## config.mk

```make
export PLATFORM = sky130hd
export DESIGN_NAME = phy_pwr_seq
export DESIGN_NICKNAME = d
export VERILOG_FILES = /design/src/rtl/phy_pwr_pkg.sv /design/src/rtl/phy_band_pick.sv /design/src/rtl/phy_interval_timer.sv /design/src/rtl/phy_poll_budget.sv /design/src/rtl/phy_pwr_seq.sv
export SDC_FILE = /design/constraint.sdc
export NUM_CORES = 1
export LEC_CHECK = 0
export BUFFER_PORTS_ARGS = -buffer_cell sky130_fd_sc_hd__buf_2
export CAP_MARGIN = 20
export CORE_ASPECT_RATIO = 1.2
export CORE_UTILIZATION = 50
export CTS_CLUSTER_DIAMETER = 100
export DETAILED_ROUTE_END_ITERATION = 8
export PLACE_DENSITY = 0.8
export SYNTH_ARGS = -nofsm -noshare
export SYNTH_HDL_FRONTEND = slang
export SYNTH_SLANG_ARGS = --single-unit
```

## constraint.sdc

```tcl
create_clock -name clk -period 3 [get_ports clk]
set_input_delay 0.6 -clock clk [delete_from_list [all_inputs] [get_ports clk]]
set_output_delay 0.6 -clock clk [all_outputs]
set_load 0.02 [all_outputs]
```

## src/rtl/phy_pwr_pkg.sv

```systemverilog
package phy_pwr_pkg;

  typedef enum logic [2:0] {
    ST_IDLE   = 3'd0,
    ST_SETTLE = 3'd1,
    ST_CAL    = 3'd2,
    ST_DLL    = 3'd3,
    ST_POLL   = 3'd4
  } seq_state_e;

  typedef enum logic [1:0] {
    ERR_NONE = 2'd0,
    ERR_CAL  = 2'd1,
    ERR_LOCK = 2'd2
  } seq_err_e;

  localparam longint unsigned BAND_EDGE_100 = 64'd75_000_000;
  localparam longint unsigned BAND_EDGE_150 = 64'd125_000_000;
  localparam longint unsigned BAND_EDGE_200 = 64'd175_000_000;
  localparam longint unsigned WARN_FLOOR    = 64'd50_000_000;
  localparam longint unsigned WARN_CEIL     = 64'd200_000_000;
  localparam longint unsigned WARN_SPAN     = 64'd15_000_000;

  // microseconds to clock cycles, rounded up, at least one
  function automatic int us_to_cycles(longint hz, longint us);
    longint c;
    c = (hz * us + 64'd999_999) / 64'd1_000_000;
    if (c < 1) c = 1;
    return int'(c);
  endfunction

  function automatic int ceil_div(longint a, longint b);
    longint c;
    c = (a + b - 1) / b;
    if (c < 1) c = 1;
    return int'(c);
  endfunction

endpackage

```

## src/rtl/phy_band_pick.sv

```systemverilog
module phy_band_pick #(
  parameter int RATE_W = 32
) (
  input  logic [RATE_W-1:0] rate_hz,
  output logic [1:0]        band_code,
  output logic              band_warn
);
  import phy_pwr_pkg::*;

  logic [63:0] r64;
  logic [63:0] ideal;
  logic [63:0] diff;

  always_comb begin
    r64 = 64'(rate_hz);
    if (r64 == 64'd0 || r64 >= BAND_EDGE_200) begin
      band_code = 2'd0;
      ideal     = 64'd200_000_000;
    end else if (r64 >= BAND_EDGE_150) begin
      band_code = 2'd3;
      ideal     = 64'd150_000_000;
    end else if (r64 >= BAND_EDGE_100) begin
      band_code = 2'd2;
      ideal     = 64'd100_000_000;
    end else begin
      band_code = 2'd1;
      ideal     = 64'd50_000_000;
    end
    diff      = (r64 > ideal) ? (r64 - ideal) : (ideal - r64);
    band_warn = (r64 > WARN_CEIL) || ((r64 > WARN_FLOOR) && (diff > WARN_SPAN));
  end

  // any rate above the ceiling falls in band 0 and must warn
  always_comb begin
    if (r64 > WARN_CEIL) begin
      assert_high_rate_R3: assert (band_warn && band_code == 2'd0);
    end
  end

endmodule

```

## src/rtl/phy_interval_timer.sv

```systemverilog
module phy_interval_timer #(
  parameter int MAX_CYC = 1000,
  localparam int TW = (MAX_CYC < 2) ? 1 : $clog2(MAX_CYC)
) (
  input  logic          clk,
  input  logic          rst_n,
  input  logic          load,
  input  logic [TW-1:0] load_val,
  output logic          expired
);
  logic [TW-1:0] cnt;

  always_ff @(posedge clk or negedge rst_n) begin
    if (!rst_n) begin
      cnt <= '0;
    end else if (load) begin
      cnt <= load_val;
    end else if (cnt != '0) begin
      cnt <= cnt - 1'b1;
    end
  end

  assign expired = (cnt == '0);

  // a running interval only counts down, never wraps
  assert_timer_down_R4: assert property (@(posedge clk) disable iff (!rst_n)
    (!load && cnt != '0) |=> (cnt < $past(cnt)));

endmodule

```

## src/rtl/phy_poll_budget.sv

```systemverilog
module phy_poll_budget #(
  parameter int POLLS = 50000,
  localparam int BW = (POLLS < 2) ? 1 : $clog2(POLLS)
) (
  input  logic clk,
  input  logic rst_n,
  input  logic clear,
  input  logic miss,
  output logic last
);
  localparam logic [BW-1:0] LAST_IDX = BW'(POLLS - 1);

  logic [BW-1:0] misses;

  always_ff @(posedge clk or negedge rst_n) begin
    if (!rst_n) begin
      misses <= '0;
    end else if (clear) begin
      misses <= '0;
    end else if (miss && misses != LAST_IDX) begin
      misses <= misses + 1'b1;
    end
  end

  assign last = (misses == LAST_IDX);

  // the miss count never passes the poll budget
  assert_budget_bound_R8: assert property (@(posedge clk) disable iff (!rst_n)
    misses <= LAST_IDX);

endmodule

```

## src/rtl/phy_pwr_seq.sv

```systemverilog
module phy_pwr_seq #(
  parameter longint CLK_HZ    = 200_000_000,
  parameter int     SETTLE_US = 3,
  parameter int     CAL_US    = 5,
  parameter int     POLL_US   = 1,
  parameter int     LOCK_US   = 50_000,
  parameter int     RATE_W    = 32
) (
  input  logic              clk,
  input  logic              rst_n,
  input  logic              pwr_on_req,
  input  logic              pwr_off_req,
  input  logic [RATE_W-1:0] rate_hz,
  input  logic              cal_done,
  input  logic              dll_ready,
  output logic              pd_n,
  output logic              dll_en,
  output logic [1:0]        freq_sel,
  output logic              busy,
  output logic              done,
  output logic [1:0]        err,
  output logic              rate_warn
);
  import phy_pwr_pkg::*;

  localparam int SETTLE_CYC = us_to_cycles(CLK_HZ, longint'(SETTLE_US));
  localparam int CAL_CYC    = us_to_cycles(CLK_HZ, longint'(CAL_US));
  localparam int POLL_CYC   = us_to_cycles(CLK_HZ, longint'(POLL_US));
  localparam int LOCK_POLLS = ceil_div(longint'(LOCK_US), longint'(POLL_US));
  localparam int MAX_CYC    = (SETTLE_CYC > CAL_CYC) ?
                              ((SETTLE_CYC > POLL_CYC) ? SETTLE_CYC : POLL_CYC) :
                              ((CAL_CYC > POLL_CYC) ? CAL_CYC : POLL_CYC);
  localparam int TW         = (MAX_CYC < 2) ? 1 : $clog2(MAX_CYC);

  seq_state_e     state;
  seq_err_e       err_q;
  logic [1:0]     band_code;
  logic           band_warn;
  logic [1:0]     band_q;
  logic           rate_zero;
  logic           tmr_load;
  logic [TW-1:0]  tmr_val;
  logic           tmr_expired;
  logic           poll_clear;
  logic           poll_miss;
  logic           poll_last;
  logic           take_on;
  logic           take_off;

  phy_band_pick #(.RATE_W(RATE_W)) band_i (
    .rate_hz   (rate_hz),
    .band_code (band_code),
    .band_warn (band_warn)
  );

  phy_interval_timer #(.MAX_CYC(MAX_CYC)) tmr_i (
    .clk      (clk),
    .rst_n    (rst_n),
    .load     (tmr_load),
    .load_val (tmr_val),
    .expired  (tmr_expired)
  );

  phy_poll_budget #(.POLLS(LOCK_POLLS)) budget_i (
    .clk   (clk),
    .rst_n (rst_n),
    .clear (poll_clear),
    .miss  (poll_miss),
    .last  (poll_last)
  );

  // request acceptance: only when idle, off has priority
  assign take_off = (state == ST_IDLE) && pwr_off_req;
  assign take_on  = (state == ST_IDLE) && pwr_on_req && !pwr_off_req;

  assign poll_clear = (state == ST_DLL);
  assign poll_miss  = (state == ST_POLL) && tmr_expired && !dll_ready;

  always_comb begin
    tmr_load = 1'b0;
    tmr_val  = '0;
    unique case (state)
      ST_IDLE: if (take_on) begin
        tmr_load = 1'b1;
        tmr_val  = TW'(SETTLE_CYC - 1);
      end
      ST_SETTLE: if (tmr_expired) begin
        tmr_load = 1'b1;
        tmr_val  = TW'(CAL_CYC - 1);
      end
      ST_DLL: if (!rate_zero) begin
        tmr_load = 1'b1;
        tmr_val  = TW'(POLL_CYC - 1);
      end
      ST_POLL: if (poll_miss && !poll_last) begin
        tmr_load = 1'b1;
        tmr_val  = TW'(POLL_CYC - 1);
      end
      default: ;
    endcase
  end

  always_ff @(posedge clk or negedge rst_n) begin
    if (!rst_n) begin
      state     <= ST_IDLE;
      pd_n      <= 1'b0;
      dll_en    <= 1'b0;
      freq_sel  <= 2'd0;
      busy      <= 1'b0;
      done      <= 1'b0;
      err_q     <= ERR_NONE;
      rate_warn <= 1'b0;
      band_q    <= 2'd0;
      rate_zero <= 1'b0;
    end else begin
      done <= 1'b0;
      unique case (state)
        ST_IDLE: begin
          if (take_off) begin
            pd_n      <= 1'b0;
            dll_en    <= 1'b0;
            done      <= 1'b1;
            err_q     <= ERR_NONE;
            rate_warn <= 1'b0;
          end else if (take_on) begin
            pd_n      <= 1'b0;
            dll_en    <= 1'b0;
            err_q     <= ERR_NONE;
            rate_warn <= band_warn;
            band_q    <= band_code;
            rate_zero <= (rate_hz == '0);
            busy      <= 1'b1;
            state     <= ST_SETTLE;
          end
        end
        ST_SETTLE: begin
          if (tmr_expired) begin
            pd_n  <= 1'b1;
            state <= ST_CAL;
          end
        end
        ST_CAL: begin
          if (tmr_expired) begin
            if (cal_done) begin
              freq_sel <= band_q;
              state    <= ST_DLL;
            end else begin
              err_q <= ERR_CAL;
              done  <= 1'b1;
              busy  <= 1'b0;
              state <= ST_IDLE;
            end
          end
        end
        ST_DLL: begin
          dll_en <= 1'b1;
          if (rate_zero) begin
            done  <= 1'b1;
            busy  <= 1'b0;
            state <= ST_IDLE;
          end else begin
            state <= ST_POLL;
          end
        end
        ST_POLL: begin
          if (tmr_expired) begin
            if (dll_ready) begin
              done  <= 1'b1;
              busy  <= 1'b0;
              state <= ST_IDLE;
            end else if (poll_last) begin
              err_q <= ERR_LOCK;
              done  <= 1'b1;
              busy  <= 1'b0;
              state <= ST_IDLE;
            end
          end
        end
        default: state <= ST_IDLE;
      endcase
    end
  end

  assign err = err_q;

  // a taken power-off leaves both controls low and completes at once
  assert_off_clears_R1: assert property (@(posedge clk) disable iff (!rst_n)
    (!busy && pwr_off_req) |=> (!pd_n && !dll_en && done && !busy));

  // a sequence starts with both controls low
  assert_on_clears_R1: assert property (@(posedge clk) disable iff (!rst_n)
    $rose(busy) |-> (!pd_n && !dll_en));

  // the DLL is never enabled while the PHY is powered down
  assert_dll_needs_pd_R6: assert property (@(posedge clk) disable iff (!rst_n)
    dll_en |-> pd_n);

  // a request while busy never restarts the sequence
  assert_ignore_busy_R9: assert property (@(posedge clk) disable iff (!rst_n)
    (busy && pd_n) |=> (pd_n || !busy));

  // completion pulse lasts one cycle
  assert_done_pulse_R10: assert property (@(posedge clk) disable iff (!rst_n)
    done |=> !done);

  // busy ends only with a completion
  assert_busy_end_R10: assert property (@(posedge clk) disable iff (!rst_n)
    $fell(busy) |-> done);

  // no stale error while a sequence is running
  assert_err_clear_R10: assert property (@(posedge clk) disable iff (!rst_n)
    busy |-> (err == ERR_NONE));

endmodule

```

==> impl_metrics.env, run 1 <==
export IMPL_yosys_area_top_type="dfrtp_1"
export IMPL_hold_class="in -> async"
export IMPL_setup_tns_ns=-1.47
export IMPL_ys_top_cells_by_area="dfrtp_1, ha_1, nor2_1"
export IMPL_fp_dieW_um=92.0
export IMPL_wl_met1_um=6480
export IMPL_fin_crit_sh_pct=149
export IMPL_hold_worst_slack_ns=0.462
export IMPL_die_height_um=110
export IMPL_critPathArrivalTime_ns=4.67
export IMPL_cts_tree="done"
export IMPL_clk_path_buf_depth=2
export IMPL_grt_pass1_vias=6088
export IMPL_setup_ws_ns=-1.47
export IMPL_die_area_um2=10100
export IMPL_cp_required_ns=3.20
export IMPL_vias_per_cell=6.07
export IMPL_synth_compound_area_share_pct=24.0
export IMPL_synth_warning_count=0
export IMPL_ys_seq_elements=41
export IMPL_core_um2=9470
export IMPL_ctsHoldBuffers=0
export IMPL_dr_total_vias=5894
export IMPL_multi_input_area_um2=3810
export IMPL_start_util_pct=51.3
export IMPL_clock_sinks=41
export IMPL_area_growth_pct=43.4
export IMPL_synth_top_area_share_pct=21.1
export IMPL_synth_top_family_by_area="simple AND/OR/NAND/NOR gates"
export IMPL_root_buffer="clkbuf_16"
export IMPL_routed_wirelength_um=17800
export IMPL_grt_start_max_net_pins=42
export IMPL_ys_seq_area_share_pct=21.1
export IMPL_power_per_cell_area_nw_per_um2=315
export IMPL_synth_adder_area_share_pct=8.40
export IMPL_n_antenna_cell=0
export IMPL_reg2reg_slack_ns=0.25
export IMPL_tightest_slew_ns=0.943
export IMPL_ios=47
export IMPL_synthArstFlopShare_pct=100
export IMPL_final_cell_area_um2=6970
export IMPL_status="finished with violations"
export IMPL_end_kind="flip-flop"
export IMPL_hpwlAfterDp_um=14200
export IMPL_met3WireLength_um=797
export IMPL_drtAntennaViolNets=0
export IMPL_first_pass_iters=5
export IMPL_syn_num_nets=705
export IMPL_synth_simple_gate_area_share_pct=30.6
export IMPL_gp_routability_congestion=1.03
export IMPL_synthXorXnorAreaFrac_pct=7.57
export IMPL_ir_worst_vdd_v=0.000221
export IMPL_netlist_instances=635
export IMPL_final_seq_area_um2=1030
export IMPL_clk_latency_ns=0.29
export IMPL_setup_violations_final=1
export IMPL_clk_pin_slew_ns=0.06
export IMPL_top_layer="met4"
export IMPL_fin_skew_ns=0.0107
export IMPL_worstSetupPathType="in -> reg"
export IMPL_rsz0062_at_grt="true"
export IMPL_synth_edff_count=0
export IMPL_antenna_found_initial=0
export IMPL_rows=39
export IMPL_slew_viol_final=0
export IMPL_track_usage_pct=36.5
export IMPL_path_max_fanout=6
export IMPL_power_leakage_nw=3.28
export IMPL_nets=917
export IMPL_drc=0
export IMPL_maxCapViolCount=0
export IMPL_fmax_mhz=224
export IMPL_first_iter_violations=387
export IMPL_startpoint_type="primary input"
export IMPL_violations="setup timing"
export IMPL_grt_ovfl_total=0
export IMPL_synth_cell_types=80
export IMPL_synth_main_ff_cell="dfrtp_1"
export IMPL_cts_max_level=2
export IMPL_nFillCells=711
export IMPL_cts_inserted_buffers=5
export IMPL_period_needed_ns=4.47
export IMPL_routedWlPerCell_um=18.4
export IMPL_reg2regPathDepth=10
export IMPL_drive_gt1_share_pct=38.1
export IMPL_slew_headroom_pct=37.2
export IMPL_synthMuxAreaShare_pct=2.42
export IMPL_port_buffers=46
export IMPL_total_power_mw=2.19
export IMPL_syn_area_um2=4860
export IMPL_placed_area_um2=6520
export IMPL_final_hold_violation_count=0
export IMPL_wl_met2_um=9120
export IMPL_pre_cts_ws_ns=-1.86
export IMPL_synth_avg_cell_area_um2=7.65
export IMPL_grt_pass1_wl_um=28900
==> layout make-up <==
cell class	instances	area share (%)
inverter	35	1.89
multi-input combinational	525	54.8
clock buffer	6	1.99
clock inverter	2	0.198
sequential	41	14.7
tap	123	2.21
timing repair buffer	239	24.2
==> flip-flops by register name, indices dropped and copies added, names as in the netlist <==
| signal | flops |
|---|---|
| budget_i.misses | 16 |
| tmr_i.cnt | 10 |
| state | 3 |
| band_q | 2 |
| err | 2 |
| freq_sel | 2 |
| busy | 1 |
| dll_en | 1 |
| done | 1 |
| pd_n | 1 |
| rate_warn | 1 |
| rate_zero | 1 |
==> layer usage <==
metal | up-vias | GRT usage (%)
li1 | 2749 | -
met1 | 2797 | 37.1
met2 | 252 | 69.6
met3 | 96 | 3.77
met4 | 0 | 26.9
met5 | - | 0
==> synthesized netlist by cell type (all sizes together), types with 5 or more instances <==
master and count:
nand4 17, and3 6, mux2i 5, xor2 18
buf 16, or4 5, inv 35, nor3b 5
nor3 25, xnor2 24, or3 5, a21o 16
nand2b 7, nor4b 5, o211ai 7, a31oi 9
o21ai 27, clkbuf 18, nand3 24, a21oi 44
mux2 6, nor2 70, nand4b 5, nand2 66
nor2b 7, o31ai 6, dfrtp 41, ha 31
or2 5, nor4 12
==> cell families (layout without fill, tap and decap cells) <==
| kind of cell | after synthesis | after routing |
|---|---|---|
| compound gates | 163 | 163 |
| buf+inv | 69 | 282 |
| flops | 41 | 41 |
| fa+ha+maj | 32 | 32 |
| simple gates | 277 | 277 |
| xor+xnor | 42 | 42 |
| mux | 11 | 11 |
==> report_power, final <==
part / total (mW) / internal, mW / leakage (nW) / switching (mW)
clock network: 0.550 / 0.331 / 0.0768 / 0.220
registers: 0.723 / 0.635 / 0.532 / 0.0881
logic: 0.918 / 0.428 / 2.68 / 0.490
==> cell usage in the layout, fill, tap and decap left out, drive strengths merged, types with 5 or more instances in the layout <==
cell	netlist	routed
nand4b	5	5
nor2	70	70
dfrtp	41	41
a21o	16	16
a21oi	44	44
xnor2	24	24
inv	35	35
or3	5	5
nor4	12	12
or4	5	5
nand2	66	66
nand2b	7	7
mux2	6	6
nand4	17	17
o211ai	7	7
buf	16	239
nor4b	5	5
and3	6	6
mux2i	5	5
o31ai	6	6
nor2b	7	7
clkbuf	18	6
nand3	24	24
o21ai	27	27
nor3b	5	5
a31oi	9	9
nor3	25	25
ha	31	31
or2	5	5
xor2	18	18
==> worst paths after layout <==
path,startpoint,to
max,rate_hz[6],rate_warn
min,rst_n,tmr_i.cnt[0]
max reg2reg,tmr_i.cnt[0],budget_i.misses[14]
min reg2reg,dll_en,dll_en
max in group asynchronous,rst_n,budget_i.misses[11]
min in group clk,dll_en,dll_en
==> metrics by stage <==
stage | util (%) | instances
floorplan | - | 635
global placement | 68.8 | 950
detailed placement | 68.8 | 950
CTS | 73.2 | 968
global route | 73.6 | 971
finish | 73.6 | 971
==> timing repair <==
| item | in CTS | in global routing |
|---|---|---|
| pin swaps | 20 | 13 |
| resized for setup | 36 | 5 |
| endpoints found under the setup margin | 1 | 1 |
| buffers inserted | 10 | 3 |
==> worst max-delay path, stage by stage <==
cell and delay, ns:
buf_2 0.12, a311o_1 0.35, nand2_1 0.08, nand3_1 0.06
a211o_1 0.27, a41oi_2 0.14, o21bai_2 0.10, a311oi_4 0.31
buf_6 0.17, o21ai_4 0.09, buf_4 0.17, ha_4 0.21
a21o_1 0.19, a21o_1 0.19, a211o_4 0.38, nor3_4 0.23
buf_4 0.17, a211oi_1 0.04, nor2_1 0.16, o221ai_1 0.16
a32o_1 0.28, a41oi_2 0.19
Note: power is estimated with default switching activity, not from simulation.
==> run 2, diff against run 1 <==
Settings changed: REMOVE_ABC_BUFFERS set to 1, SYNTH_HIERARCHICAL set to 1.
==> run 2 against run 1 <==
Compared with the run above:
- the run still ends with setup timing left
- critical path depth rose by 1
- routed wire length rose by 22%
- synthesized cell count rose by 11%
- register-to-register slack got worse by 0.12 ns
- area after synthesis rose by 9.8%
- first-iteration DRC count rose by 74%
- via count rose by 16%
- clock power rose by 28%
- utilization rose by 0.53 points
- clock-buffer cell count fell by 1
- maximum frequency fell by 28%
- clock skew fell by 0.0063 ns
- largest cell class unchanged
==> impl_metrics.env, run 2 <==
export IMPL_status="finished with violations"
export IMPL_violations="setup timing"
export IMPL_die_height_um=115
export IMPL_rsz0062_at_grt="true"
export IMPL_ir_worst_vdd_v=0.000363
export IMPL_synthArstFlopShare_pct=100
export IMPL_routedWlPerCell_um=20.1
export IMPL_nets=1022
export IMPL_synthTopCellsByCount="nor2_1, nand2_1, inv_1"
export IMPL_core_um2=10200
export IMPL_critPathArrivalTime_ns=6.45
export IMPL_slew_viol_final=0
export IMPL_yosys_area_top_type="dfrtp_1"
export IMPL_reg2reg_slack_ns=0.13
export IMPL_maxCapViolCount=0
export IMPL_hpwlAfterDp_um=17200
export IMPL_yosysMostFrequentCell="nor2_1"
export IMPL_fmax_mhz=160
export IMPL_ctsHoldBuffers=0
export IMPL_ys_seq_area_share_pct=19.2
export IMPL_placed_cells=1062
export IMPL_tightest_slew_ns=0.891
export IMPL_clk_pin_slew_ns=0.06
export IMPL_synth_top_area_share_pct=19.2
export IMPL_fin_crit_sh_pct=208
export IMPL_syn_area_um2=5340
export IMPL_fin_cells=1078
export IMPL_cts_max_level=2
export IMPL_power_leakage_nw=3.56
export IMPL_path_max_fanout=7
export IMPL_cts_tree="done"
export IMPL_clk_path_buf_depth=2
export IMPL_final_hold_violation_count=0
export IMPL_fp_dieW_um=96.3
export IMPL_drive_gt1_share_pct=35.7
export IMPL_grt_pass1_wl_um=33200
export IMPL_cp_required_ns=3.21
export IMPL_largestRegisters="budget_i/misses: 16 flops, tmr_i/cnt: 10 flops, state: 3 flops"
export IMPL_r2r_start="tmr_i/cnt[0]"
export IMPL_setup_violations_final=3
export IMPL_power_per_cell_area_nw_per_um2=348
export IMPL_synth_warning_count=6
export IMPL_period_needed_ns=6.24
export IMPL_ios=47
export IMPL_port_buffers=46
export IMPL_grt_pass1_vias=6790
export IMPL_ys_seq_elements=41
export IMPL_gp_routability_congestion=1.05
export IMPL_cts_inserted_buffers=5
export IMPL_area_growth_pct=41.8
export IMPL_regMostFlops="budget_i/misses"
export IMPL_synth_edff_count=0
export IMPL_synth_avg_cell_area_um2=7.60
export IMPL_synth_main_ff_cell="dfrtp_1"
export IMPL_worstSetupPathType="in -> reg"
export IMPL_hold_class="in -> async"
export IMPL_clk_latency_ns=0.29
export IMPL_layout_commonest_cell="buf_4"
export IMPL_antenna_found_initial=0
export IMPL_netlist_instances=702
export IMPL_die_area_um2=11100
export IMPL_grt_start_max_net_pins=42
export IMPL_total_power_mw=2.63
export IMPL_largest_reg_flops=16
export IMPL_drc=0
export IMPL_ys_top_cells_by_area="dfrtp_1, ha_1, nor2_1"
export IMPL_regToRegEndpoint="budget_i/misses[14]"
export IMPL_dr_total_vias=6862
export IMPL_grt_ovfl_total=0
export IMPL_rows=40
export IMPL_routed_wirelength_um=21700
export IMPL_reg2regPathDepth=12
export IMPL_startpoint_type="primary input"
export IMPL_drtAntennaViolNets=0
export IMPL_clock_sinks=41
export IMPL_root_buffer="clkbuf_16"
export IMPL_slew_headroom_pct=40.6
export IMPL_setup_ws_ns=-3.24
export IMPL_fin_skew_ns=0.00435
export IMPL_end_kind="flip-flop"
export IMPL_mostFrequentLayoutCells="buf_4, nor2_1, nand2_1"
export IMPL_synth_cell_types=91
export IMPL_first_iter_violations=673
export IMPL_start_util_pct=52.3
export IMPL_vias_per_cell=6.37
export IMPL_first_pass_iters=6
export IMPL_n_antenna_cell=0
export IMPL_track_usage_pct=39.1
==> run 2: changes by cell type after synthesis, sizes merged, moves of 7 or more <==
cell / delta
nor4: +14
o21ai: +14
nand2: -13
inv: +11
a31oi: +8
nand2b: +8
and4: +7
nand3: -7
==> run 2: cell type report <==
| type | count | area, um2 |
|---|---|---|
| Multi-Input combinational cell | 584 | 4060 |
| Fill cell | 796 | 2640 |
| Timing Repair Buffer | 273 | 1960 |
| Sequential cell | 41 | 1030 |
| Inverter | 46 | 175 |
| Tap cell | 126 | 158 |
| Clock buffer | 5 | 125 |
| Clock inverter | 3 | 68.8 |
==> run 2: worst max-delay path, stage by stage <==
cell and delay (ns):
buf_6 0.09, or4_4 0.53, or3_4 0.34, or2_1 0.23, or4_4 0.45, o311ai_4 0.32
a41oi_2 0.09, inv_2 0.14, buf_4 0.12, buf_4 0.13, ha_1 0.26, buf_4 0.18
a21o_1 0.18, a211o_1 0.32, a21oi_1 0.50, o21ai_0 0.24, mux2_2 0.31, or4b_2 0.62
a22oi_1 0.33, a2111o_1 0.15, o21a_1 0.12, a31oi_1 0.08, o22ai_1 0.12
==> run 2: cells by family after synthesis <==
kind of cell             share of synthesized area (%)
AND/OR/NAND/NOR                                   31.8
AO/OA/AOI/OAI                                     24.9
buffers and inverters                             7.22
flip-flops                                        19.2
adder cells (fa/ha/maj)                           7.88
XOR/XNOR                                          5.09
multiplexers                                      3.82
other                                           0.0703
==> run 2: worst max-delay path by stage <==
stage                from   endpoint  slack [ns]  depth (start not counted)
2_1_floorplan  rate_hz[2]  rate_warn       -3.49                         25
3_3_place_gp   rate_hz[2]  rate_warn       -3.64                         26
3_5_place_dp   rate_hz[2]  rate_warn       -3.82                         26
4_1_cts        rate_hz[2]  rate_warn       -3.26                         26
5_1_grt        rate_hz[2]  rate_warn       -3.34                         26
6_report       rate_hz[2]  rate_warn       -3.24                         23
==> run 2: routing by layer <==
metal  track usage (%)  share of wire, %  vias to the layer above
met3              4.17               6.5                      121
met5                 0                 0                        -
met4              21.6               6.8                        0
met1              43.3                37                     3228
met2              71.5                49                      382
li1                  -                 -                     3131
==> run 2: where the power goes <==
part           internal (mW)  leakage (nW)  switching [mW]
registers              0.648         0.543          0.0983
clock network          0.479        0.0944           0.225
logic                  0.538          2.92           0.641
==> run 2: timing repair <==
item / in CTS / in global routing
pin swaps: 18 / 15
buffers inserted: 4 / 5
endpoints found under the setup margin: 3 / 4
gates resized for setup: 20 / 16
==> run 2: stage by stage <==
step | TNS [ns] | util [%] | hold WS (ns) | instance area [um2] | setup slack, ns
3_3_place_gp | -4.54 | 70.1 | 0.458 | 7150 | -3.64
2_1_floorplan | -4.05 | - | 0.304 | 5120 | -3.49
4_1_cts | -3.53 | 73.1 | 0.465 | 7460 | -3.26
6_report | -3.70 | 74.1 | 0.422 | 7570 | -3.24
3_5_place_dp | -4.91 | 70.1 | 0.478 | 7150 | -3.82
5_1_grt | -3.91 | 74.1 | 0.523 | 7570 | -3.34
==> run 3, diff against run 2 <==
Clock period 3 ns to 6 ns, I/O delays scaled along.
==> run 3 against run 2 <==
Compared with the run above:
- the run still ends with setup timing left
- clock-buffer cell count stayed put
- die area unchanged
- cell count shrank 0.46%
- combinational power decreased by 52%
- first-iteration DRC count fell by 17%
- register-to-register slack gained 2.4 ns
- sequential share of layout area is 0.15 points higher
- global-route usage is 0.15 points lower
- clock power shrank 63%
- non-clock buffer count fell by 5
- critical path type unchanged
- largest power group unchanged
==> impl_metrics.env, run 3 (synthesis results as in run 2) <==
export IMPL_status="finished with violations"
export IMPL_violations="setup timing"
export IMPL_mostFrequentLayoutCells="buf_4, nor2_1, nand2_1"
export IMPL_cpPeakStageDelay_ns=0.55
export IMPL_grt_pass1_wl_um=32800
export IMPL_clk_latency_ns=0.29
export IMPL_slew_headroom_pct=40.6
export IMPL_largest_reg_flops=16
export IMPL_fmax_mhz=144
export IMPL_startpoint="rate_hz[2]"
export IMPL_antenna_found_initial=0
export IMPL_ir_worst_vdd_v=0.000131
export IMPL_rsz0062_at_grt="true"
export IMPL_area_growth_pct=40.2
export IMPL_pre_cts_ws_ns=-1.44
export IMPL_rows=40
export IMPL_routed_wirelength_um=21700
export IMPL_vias_per_cell=6.32
export IMPL_gp_routability_congestion=1.02
export IMPL_clock_sinks=41
export IMPL_fin_crit_sh_pct=116
export IMPL_grt_ovfl_total=0
export IMPL_tightest_slew_ns=0.891
export IMPL_utilization_pct=73.3
export IMPL_grt_pass1_vias=6619
export IMPL_dr_total_vias=6778
export IMPL_slew_viol_final=0
export IMPL_end_kind="flip-flop"
export IMPL_ios=47
export IMPL_cp_required_ns=6.16
export IMPL_drive_gt1_share_pct=36.1
export IMPL_regMostFlops="budget_i/misses"
export IMPL_start_util_pct=52.3
export IMPL_reg2reg_slack_ns=2.56
export IMPL_fin_skew_ns=0.00443
export IMPL_maxCapViolCount=0
export IMPL_drtAntennaViolNets=0
export IMPL_fp_dieW_um=96.3
export IMPL_cpMostUsedCell="buf_4"
export IMPL_hold_worst_slack_ns=0.493
export IMPL_hold_start="pd_n"
export IMPL_root_buffer="clkbuf_16"
export IMPL_nets=1017
export IMPL_port_buffers=46
export IMPL_first_pass_iters=7
export IMPL_hpwlAfterDp_um=17400
export IMPL_worstSetupPathType="in -> reg"
export IMPL_power_per_cell_area_nw_per_um2=163
export IMPL_n_antenna_cell=0
export IMPL_power_leakage_nw=3.49
export IMPL_placed_area_um2=7080
export IMPL_hold_class="reg -> reg"
export IMPL_final_cell_area_um2=7480
export IMPL_setup_ws_ns=-0.943
export IMPL_r2r_start="budget_i/misses[4]"
export IMPL_path_max_fanout=7
export IMPL_track_usage_pct=38.9
export IMPL_cts_tree="done"
export IMPL_layout_commonest_cell="buf_4"
export IMPL_critPathArrivalTime_ns=7.11
export IMPL_final_hold_violation_count=0
export IMPL_clk_pin_slew_ns=0.06
export IMPL_grt_start_max_net_pins=42
export IMPL_cts_inserted_buffers=5
export IMPL_die_area_um2=11100
export IMPL_critical_path_buf_inv_count=13
export IMPL_setup_tns_ns=-0.943
export IMPL_startpoint_type="primary input"
export IMPL_largestRegisters="budget_i/misses: 16 flops, tmr_i/cnt: 10 flops, state: 3 flops"
export IMPL_reg2regPathDepth=6
export IMPL_critPathSlowestCell="or4_4"
export IMPL_period_needed_ns=6.94
export IMPL_drc=0
export IMPL_routedWlPerCell_um=20.2
export IMPL_cts_max_level=2
export IMPL_core_um2=10200
export IMPL_worst_path_stages=31
export IMPL_crit_path_end="rate_warn"
export IMPL_regToRegEndpoint="tmr_i/cnt[1]"
export IMPL_setup_violations_final=1
export IMPL_die_height_um=115
export IMPL_clk_path_buf_depth=2
export IMPL_first_iter_violations=561
export IMPL_path_delay_family="compound AO/OA/AOI/OAI gates"
-- run 3: final cells by class --
type                    instances  area, um2
multi-input cells             584       4090
clock inverters                 3       17.5
repair buffers                268       1900
fillers                       785       2730
clock buffers                   5        125
flip-flops and latches         41       1030
inverters                      46        173
well taps                     126        158
-- run 3: through the flow --
stage,std cells,total power [mW]
after floorplan,671,0.686
after global placement,1052,0.905
after detailed placement,1052,0.928
after CTS,1070,1.20
after global routing,1073,1.28
final,1073,1.22
-- run 3: worst reg2reg max path, stage by stage (launching register included) --
cell and delay (ns):
dfrtp_1 0.45, or4b_4 0.58, nor4_1 0.76, o32ai_1 0.34
nand2b_1 0.43, inv_1 0.38, mux2_2 0.39
-- run 3: worst min-delay path by stage --
stage                              to  slack [ns]  depth (start not counted)
after global routing             pd_n        0.52                          1
after CTS                        pd_n        0.49                          1
after detailed placement       dll_en        0.47                          2
final                            pd_n        0.49                          1
after global placement           pd_n        0.46                          1
after floorplan           freq_sel[0]        0.47                          1
-- run 3: metal layers --
| metal | global-route usage [%] | wire [um] |
|---|---|---|
| met2 | 70.7 | 10700 |
| met3 | 5.56 | 1500 |
| met5 | 0 | 0 |
| met4 | 24.5 | 1510 |
| met1 | 41.5 | 7930 |
-- run 3: repair_timing --
action,4_1_cts,5_1_grt
setup buffers,10,3
pin swaps,19,21
endpoints found under the setup margin,1,1
cloned,0,0
hold buffers,0,0
gates resized for setup,12,27
-- run 3: power by group --
group | switching (mW) | leakage (nW) | internal [mW]
Sequential | 0.0662 | 0.543 | 0.324
Combinational | 0.304 | 2.88 | 0.263
Clock | 0.107 | 0.0696 | 0.152
Total | 0.477 | 3.49 | 0.739
